### src/rtl/sad_engine.sv
module sad_engine #(
  parameter int PIX_W = 8,
  parameter int LANES = 16,
  parameter int ROWS  = 16,
  localparam int DW    = PIX_W * LANES,
  localparam int SAD_W = $clog2(ROWS * LANES * ((1 << PIX_W) - 1) + 1)
) (
  input  logic             clk,
  input  logic             rst_n,
  input  logic             start,
  input  logic             scalar_mode,
  input  logic             in_valid,
  input  logic [DW-1:0]    cur_row,
  input  logic [DW-1:0]    ref_row,
  output logic             done,
  output logic [SAD_W-1:0] sad
);
  localparam int RS_W       = $clog2(LANES * ((1 << PIX_W) - 1) + 1);
  localparam int SIMD_OPS   = ROWS;
  localparam int SCALAR_OPS = ROWS * LANES;
  localparam int CNT_W      = $clog2(SCALAR_OPS + 1);

  logic             mode_q, active;
  logic [CNT_W-1:0] cnt;
  logic [SAD_W-1:0] acc;
  logic [PIX_W-1:0] lane_abs [LANES];
  logic [RS_W-1:0]  row_sum;

  wire              mode_eff = start ? scalar_mode : mode_q;
  wire              accept   = in_valid & (active | start);
  wire [CNT_W-1:0]  cnt_base = start ? '0 : cnt;
  wire [CNT_W-1:0]  target   = mode_eff ? CNT_W'(SCALAR_OPS) : CNT_W'(SIMD_OPS);
  wire              last     = accept & (cnt_base == target - 1'b1);

  for (genvar i = 0; i < LANES; i++) begin : g_lane
    wire [PIX_W:0] diff = {1'b0, cur_row[i*PIX_W +: PIX_W]} - {1'b0, ref_row[i*PIX_W +: PIX_W]};
    wire [PIX_W:0] mag  = diff[PIX_W] ? -diff : diff;
    wire           keep = (i == 0) | ~mode_eff;
    assign lane_abs[i] = keep ? mag[PIX_W-1:0] : '0;
  end

  always_comb begin
    row_sum = '0;
    for (int i = 0; i < LANES; i++) row_sum = row_sum + RS_W'(lane_abs[i]);
  end

  always_ff @(posedge clk or negedge rst_n) begin
    if (!rst_n) begin
      acc    <= '0;
      cnt    <= '0;
      mode_q <= 1'b0;
      active <= 1'b0;
      done   <= 1'b0;
    end else begin
      done <= last;
      if (start) begin
        mode_q <= scalar_mode;
        acc    <= accept ? SAD_W'(row_sum) : '0;
        cnt    <= accept ? CNT_W'(1) : '0;
        active <= ~last;
      end else if (accept) begin
        acc <= acc + SAD_W'(row_sum);
        cnt <= cnt + 1'b1;
        if (last) active <= 1'b0;
      end
    end
  end

  assign sad = acc;
endmodule


### config.mk
export PLATFORM = sky130hd
export DESIGN_NAME = sad_engine
export DESIGN_NICKNAME = d
export VERILOG_FILES = /design/src/rtl/sad_engine.sv
export SDC_FILE = /design/constraint.sdc
export NUM_CORES = 1
export LEC_CHECK = 0
export BUFFER_PORTS_ARGS = -buffer_cell sky130_fd_sc_hd__clkbuf_2
export CAP_MARGIN = 20
export CORE_UTILIZATION = 35
export CTS_CLUSTER_SIZE = 40
export DETAILED_ROUTE_END_ITERATION = 12
export PLACE_DENSITY = 0.65
export SLEW_MARGIN = 20
export SYNTH_ARGS = -nofsm -noshare
export SYNTH_HDL_FRONTEND = slang
export SYNTH_SLANG_ARGS = --single-unit
### constraint.sdc
create_clock -name clk -period 7.5 [get_ports clk]
set_input_delay 2.25 -clock clk [delete_from_list [all_inputs] [get_ports clk]]
set_output_delay 2.25 -clock clk [all_outputs]
set_load 0.05 [all_outputs]
==> impl_metrics.tcl, run 1 <==
set metrics [dict create \
    status "finished, violations left" \
    violations "design-rule violations, negative setup slack" \
    antenna_found_initial 1 \
    netlist_top_cells_area "fa_1, ha_1, inv_1" \
    die-area_mm2 0.0376 \
    drtAntennaViolNets 0 \
    hpwl_mm 33.5 \
    grt_use_met2_pct 36.5 \
    yosys.area.top_type "fa_1" \
    cts_hold_buf 0 \
    cts_tree "done" \
    routabilityCongestion 0.918 \
    crit_path_end_kind "flop" \
    clk-insertion-delay-late_ns 0.26 \
    async_reset_ff_share_pct 100 \
    cp.required_ns 7.68 \
    gr-total-overflow 0 \
    critPathSlowestCell "fa_1" \
    ioPinCount 278 \
    ys_top_cells_by_count "inv_1, nor2_1, ha_1" \
    rows 69 \
    drv_slew 0 \
    setup_viol 15 \
    clk_path_buf_depth 2 \
    finalHoldViolations 0 \
    yosysMostFrequentCell "inv_1" \
    path_common_cell "fa_1" \
    wl_per_cell_um 13.5 \
    setup_ws_ns -2.35 \
    hold_class "flop to flop" \
    critPathMaxFanout 7 \
    tightest_slew_ns 0.787 \
    drt-pass1-iter-count 9 \
    rsz0062_at_grt "yes" \
    routed_wl_mm 37.9 \
    max_stage_delay_ns 0.51 \
    clkTransAtPathRegs_ns 0.07 \
    relSlewSlack_pct 47.5 \
    synth_top_flop_cell "dfrtp_1" \
    core_mm2 0.0359 \
    io_buffers 277 \
    yosysUniqueCellTypes 66 \
    dr_total_vias 13400 \
    viasPerCell 4.77 \
    fin_skew_ns 0.00219 \
    drive_above_1_share_pct 37.7 \
    syn_area_mm2 0.0129 \
    arrival_ns 10.03 \
    use_met3_pct 0.991 \
    cts_buffers 3 \
    drtIter0Drc 502 \
    yosysWarnings 0 \
    cts_root_buf "clkbuf_16" \
    grt_first_pass_wirelength_mm 63.3 \
    initial_core_util_pct 35.9 \
    diodes 0 \
    die_w_um 194 \
    grt_most_used_layer "met2" \
    track_usage_pct 20.0 \
    avgSynthCellArea_um2 7.72 \
    synthToLayoutAreaGrowth_pct 46.5 \
    fin_util_pct 52.6 \
    drc_errors 1 \
    path_class "input pin to flop" \
    grt_max_degree 51 \
    synth.top_cell.area_share_pct 19.4 \
    ys_seq_area_share_pct 5.44 \
    first_global_vias 13800 \
    maxCapViolCount 0 \
    nets 2907 \
    min_period_over_period_pct 131 \
    critPathLaunchType "input pin" \
    synthCells 1669 \
    synth_edf_count 0 \
    ys_seq_elements 28 \
    clock_sinks 28 \
    htreeDepth 1 \
    use_met1_pct 26.8 \
    min_period_ns 9.85 \
    fp.dieH_um 194 \
    max_freq_ghz 0.102 \
    synth_nets 2234 \
]
-- state kept, by name, indices dropped and copies added, names as in the netlist --
register	count
active	1
sad	16
done	1
mode_q	1
cnt	9
-- metal layers --
metal | vias to the layer above | part of all wire (%) | wire length, µm
li1 | 6851 | - | -
met1 | 6236 | 47 | 17600
met2 | 253 | 50 | 18900
met3 | 24 | 2.7 | 1030
met4 | 0 | 0.85 | 320
met5 | - | 0 | 0
-- through the flow --
stage / setup WS (ns) / cells / area [µm²] / hold slack, ns / setup TNS (ns)
final: -2.35 / 2802 / 18900 / 0.475 / -28.50
after global routing: -2.67 / 2802 / 18900 / 0.500 / -32.85
after CTS: -2.32 / 2780 / 18300 / 0.476 / -27.70
after detailed placement: -2.75 / 2757 / 17900 / 0.466 / -32.27
after global placement: -2.58 / 2757 / 17900 / 0.460 / -30.89
after floorplan: -2.06 / 1669 / 13200 / 0.441 / -21.58
-- worst paths after layout --
kind	startpoint	endpoint	slack, ns	depth (start not counted)
min in group asynchronous	rst_n	cnt[5]$_DFFE_PN0P_	2.02	1
min	cnt[8]$_DFFE_PN0P_	done$_DFF_PN0_	0.47	1
max	cur_row[40]	sad[8]$_DFFE_PN0P_	-2.35	40
max in group asynchronous	rst_n	sad[7]$_DFFE_PN0P_	5.04	1
max reg2reg	mode_q$_DFF_PN0_	sad[8]$_DFFE_PN0P_	0.23	32
min reg2reg	cnt[8]$_DFFE_PN0P_	done$_DFF_PN0_	0.47	1
-- worst max-delay path, delay by kind of cell --
family	cells	cell delay, ns
mux	1	0.09
compound gates	9	1.43
fa+ha+maj	11	4.25
simple gates	2	0.20
buf+inv	14	1.26
xor+xnor	3	0.54
-- cells by family (layout without fill, tap and decap cells) --
group | count (synthesis) | in the layout | synth area share [%]
mux | 16 | 16 | 1.33
flops | 28 | 28 | 5.44
buf+inv | 315 | 987 | 9.23
simple gates | 471 | 471 | 17.1
xor+xnor | 194 | 194 | 13.2
compound gates | 341 | 341 | 16.9
fa+ha+maj | 304 | 304 | 36.8
-- cell type report --
cell class	count	area, µm²
Clock buffer	3	75.1
Clock inverter	1	30.0
Fill cell	3391	17000
Inverter	294	1140
Multi-Input combinational cell	1326	11800
Sequential cell	28	701
Tap cell	461	577
Timing Repair Buffer	689	4580
-- what timing repair did --
action                                  CTS  global route
resized for setup                        44           103
setup buffers                            20            22
endpoints found under the setup margin   15            15
pin swaps                                33            72
-- layout by cell type, fill, tap and decap left out, types with 9 or more instances in the layout --
master / instances
a211oi_2: 10
a21o_1: 20
a21o_4: 9
a21oi_1: 59
a21oi_2: 16
a22o_1: 12
a31oi_1: 26
and3_1: 24
buf_4: 401
buf_6: 11
clkbuf_2: 273
dfrtp_1: 28
fa_1: 102
fa_2: 23
ha_1: 160
ha_4: 18
inv_1: 262
inv_2: 24
nand2_1: 84
nand2b_1: 26
nand3_1: 30
nor2_1: 180
nor2b_1: 12
nor3_1: 33
nor3b_1: 9
o21a_1: 13
o21ai_0: 91
o21ai_1: 21
o2bb2ai_1: 12
or3_1: 18
xnor2_1: 117
xor2_1: 67
Power of run 1 is not shown: default switching activity piles up to over one toggle a cycle in this logic, so the estimate is an artifact.
==> inputs of run 2 (changes only) <==
--- a/config.mk
+++ b/config.mk
@@ -11,6 +11,7 @@
 export CTS_CLUSTER_SIZE = 40
 export DETAILED_ROUTE_END_ITERATION = 12
 export PLACE_DENSITY = 0.65
+export SKIP_LAST_GASP = 1
 export SLEW_MARGIN = 20
 export SYNTH_ARGS = -nofsm -noshare
 export SYNTH_HDL_FRONTEND = slang
==> run 2 against run 1 <==
Against the previous run:
- the flow still finishes with violations (design-rule violations, negative setup slack)
- register-to-register slack barely moved
- cell count is the same
- flip-flop and latch count did not move
- cell area down 0.13%
- fmax is essentially flat
- critical path type unchanged
==> impl_metrics.tcl, run 2 (same netlist as run 1, synthesis figures left out) <==
set metrics [dict create \
    final_common_cell "buf_4" \
    core_mm2 0.0359 \
    hold_class "flop to flop" \
    min_period_ns 9.85 \
    drc_errors 1 \
    gr-total-overflow 0 \
    cp.required_ns 7.69 \
    wl_per_cell_um 13.5 \
    grt_first_pass_wirelength_mm 63.3 \
    critPathSlowestCell "fa_1" \
    max_freq_ghz 0.101 \
    crit_path_end_kind "flop" \
    diodes 0 \
    setup_ws_ns -2.35 \
    violations "design-rule violations, negative setup slack" \
    largest_reg_flops 16 \
    relSlewSlack_pct 48.0 \
    hpwl_mm 33.5 \
    viasPerCell 4.78 \
    cts_tree "done" \
    cts_root_buf "clkbuf_16" \
    clkTransAtPathRegs_ns 0.07 \
    critPathMaxFanout 7 \
    post-place-ws_ns -2.75 \
    antenna_found_initial 1 \
    fp.dieH_um 194 \
    path_buf_inv 7 \
    grt_max_degree 51 \
    finalHoldViolations 0 \
    first_global_vias 13800 \
    tns_ns -28.45 \
    drive_above_1_share_pct 37.6 \
    routed_wl_mm 37.8 \
    fin_util_pct 52.5 \
    track_usage_pct 19.9 \
    drtAntennaViolNets 0 \
    status "finished, violations left" \
    final_cell_mix "buf_4, clkbuf_2, inv_1, nor2_1, ha_1" \
    nets 2907 \
    synthToLayoutAreaGrowth_pct 46.4 \
    htreeDepth 1 \
    maxCapViolCount 0 \
    rsz0062_at_grt "yes" \
    fillers 3395 \
    initial_core_util_pct 35.9 \
    clock_sinks 28 \
    routabilityCongestion 0.918 \
    io_buffers 277 \
    max_stage_delay_ns 0.51 \
    path_delay_family "adder cells" \
    arrival_ns 10.04 \
    path_class "input pin to flop" \
    clk_path_buf_depth 2 \
    setup_viol 15 \
    cts_buffers 3 \
    dr_total_vias 13400 \
    ioPinCount 278 \
    fin_skew_ns 0.00177 \
    drtIter0Drc 482 \
    min_period_over_period_pct 131 \
    tightest_slew_ns 0.780 \
    rows 69 \
    die-area_mm2 0.0376 \
    clk-insertion-delay-late_ns 0.26 \
    drv_slew 0 \
    critPathLaunchType "input pin" \
    drt-pass1-iter-count 11 \
    path_common_cell "fa_1" \
    die_w_um 194 \
]
## run 2: cell types whose count changed in the layout (fill, tap and decap cells not counted)
cell     before  now
a31o_2        1    2
a31o_4        1    0
xnor2_1     117  119
xnor2_2       6    4
## run 2: timing repair
item / 4_1_cts / 5_1_grt
resized for setup: 42 / 102
setup endpoints to repair: 15 / 15
gates cloned: 0 / 0
hold buffers: 0 / 0
pin swaps: 33 / 73
buffers inserted: 20 / 22
## run 2: per-stage QoR
step	hold WS (ns)	std cells	instance area, µm²
4_1_cts	0.476	2780	18300
3_3_place_gp	0.460	2757	17900
5_1_grt	0.500	2802	18900
3_5_place_dp	0.466	2757	17900
6_report	0.473	2802	18900
2_1_floorplan	0.441	1669	13200
## run 2: worst paths after layout
kind / start / endpoint / slack [ns] / cells past startpoint
setup / recovery: cur_row[40] / sad[11]$_DFFE_PN0P_ / -2.35 / 36
hold / removal: cnt[8]$_DFFE_PN0P_ / done$_DFF_PN0_ / 0.47 / 1
setup reg to reg: mode_q$_DFF_PN0_ / sad[11]$_DFFE_PN0P_ / 0.23 / 29
hold reg to reg: cnt[8]$_DFFE_PN0P_ / done$_DFF_PN0_ / 0.47 / 1
max in group asynchronous: rst_n / sad[7]$_DFFE_PN0P_ / 5.05 / 1
min in group asynchronous: rst_n / cnt[7]$_DFFE_PN0P_ / 2.02 / 1
## run 2: per-layer routing
layer / wire (µm) / vias up / global-route usage, %
met2: 18800 / 279 / 36.4
met3: 1210 / 28 / 0.991
li1: - / 6851 / -
met1: 17500 / 6223 / 26.8
met4: 326 / 0 / 1.65
met5: 0 / - / 0
## run 2: layout make-up
type / instances / area, µm² / area share [%]
clock buffers: 3 / 75.1 / 0.398
clock inverters: 1 / 30.0 / 0.159
inverters: 294 / 1140 / 6.02
multi-input cells: 1326 / 11800 / 62.4
flip-flops and latches: 28 / 701 / 3.72
well taps: 461 / 577 / 3.06
repair buffers: 689 / 4580 / 24.3
## run 2: worst register-to-register path: cells and delay by family, from the launching register on
kind | cells | cell delay (ns)
AOI/OAI and AO/OA | 11 | 1.76
xor gates and xnor gates | 1 | 0.28
adders and majority gates | 9 | 3.88
buffers and inverters | 5 | 0.53
DFF | 1 | 0.36
and+or+nand+nor | 3 | 0.38
Power of run 2 is left out for the same reason.
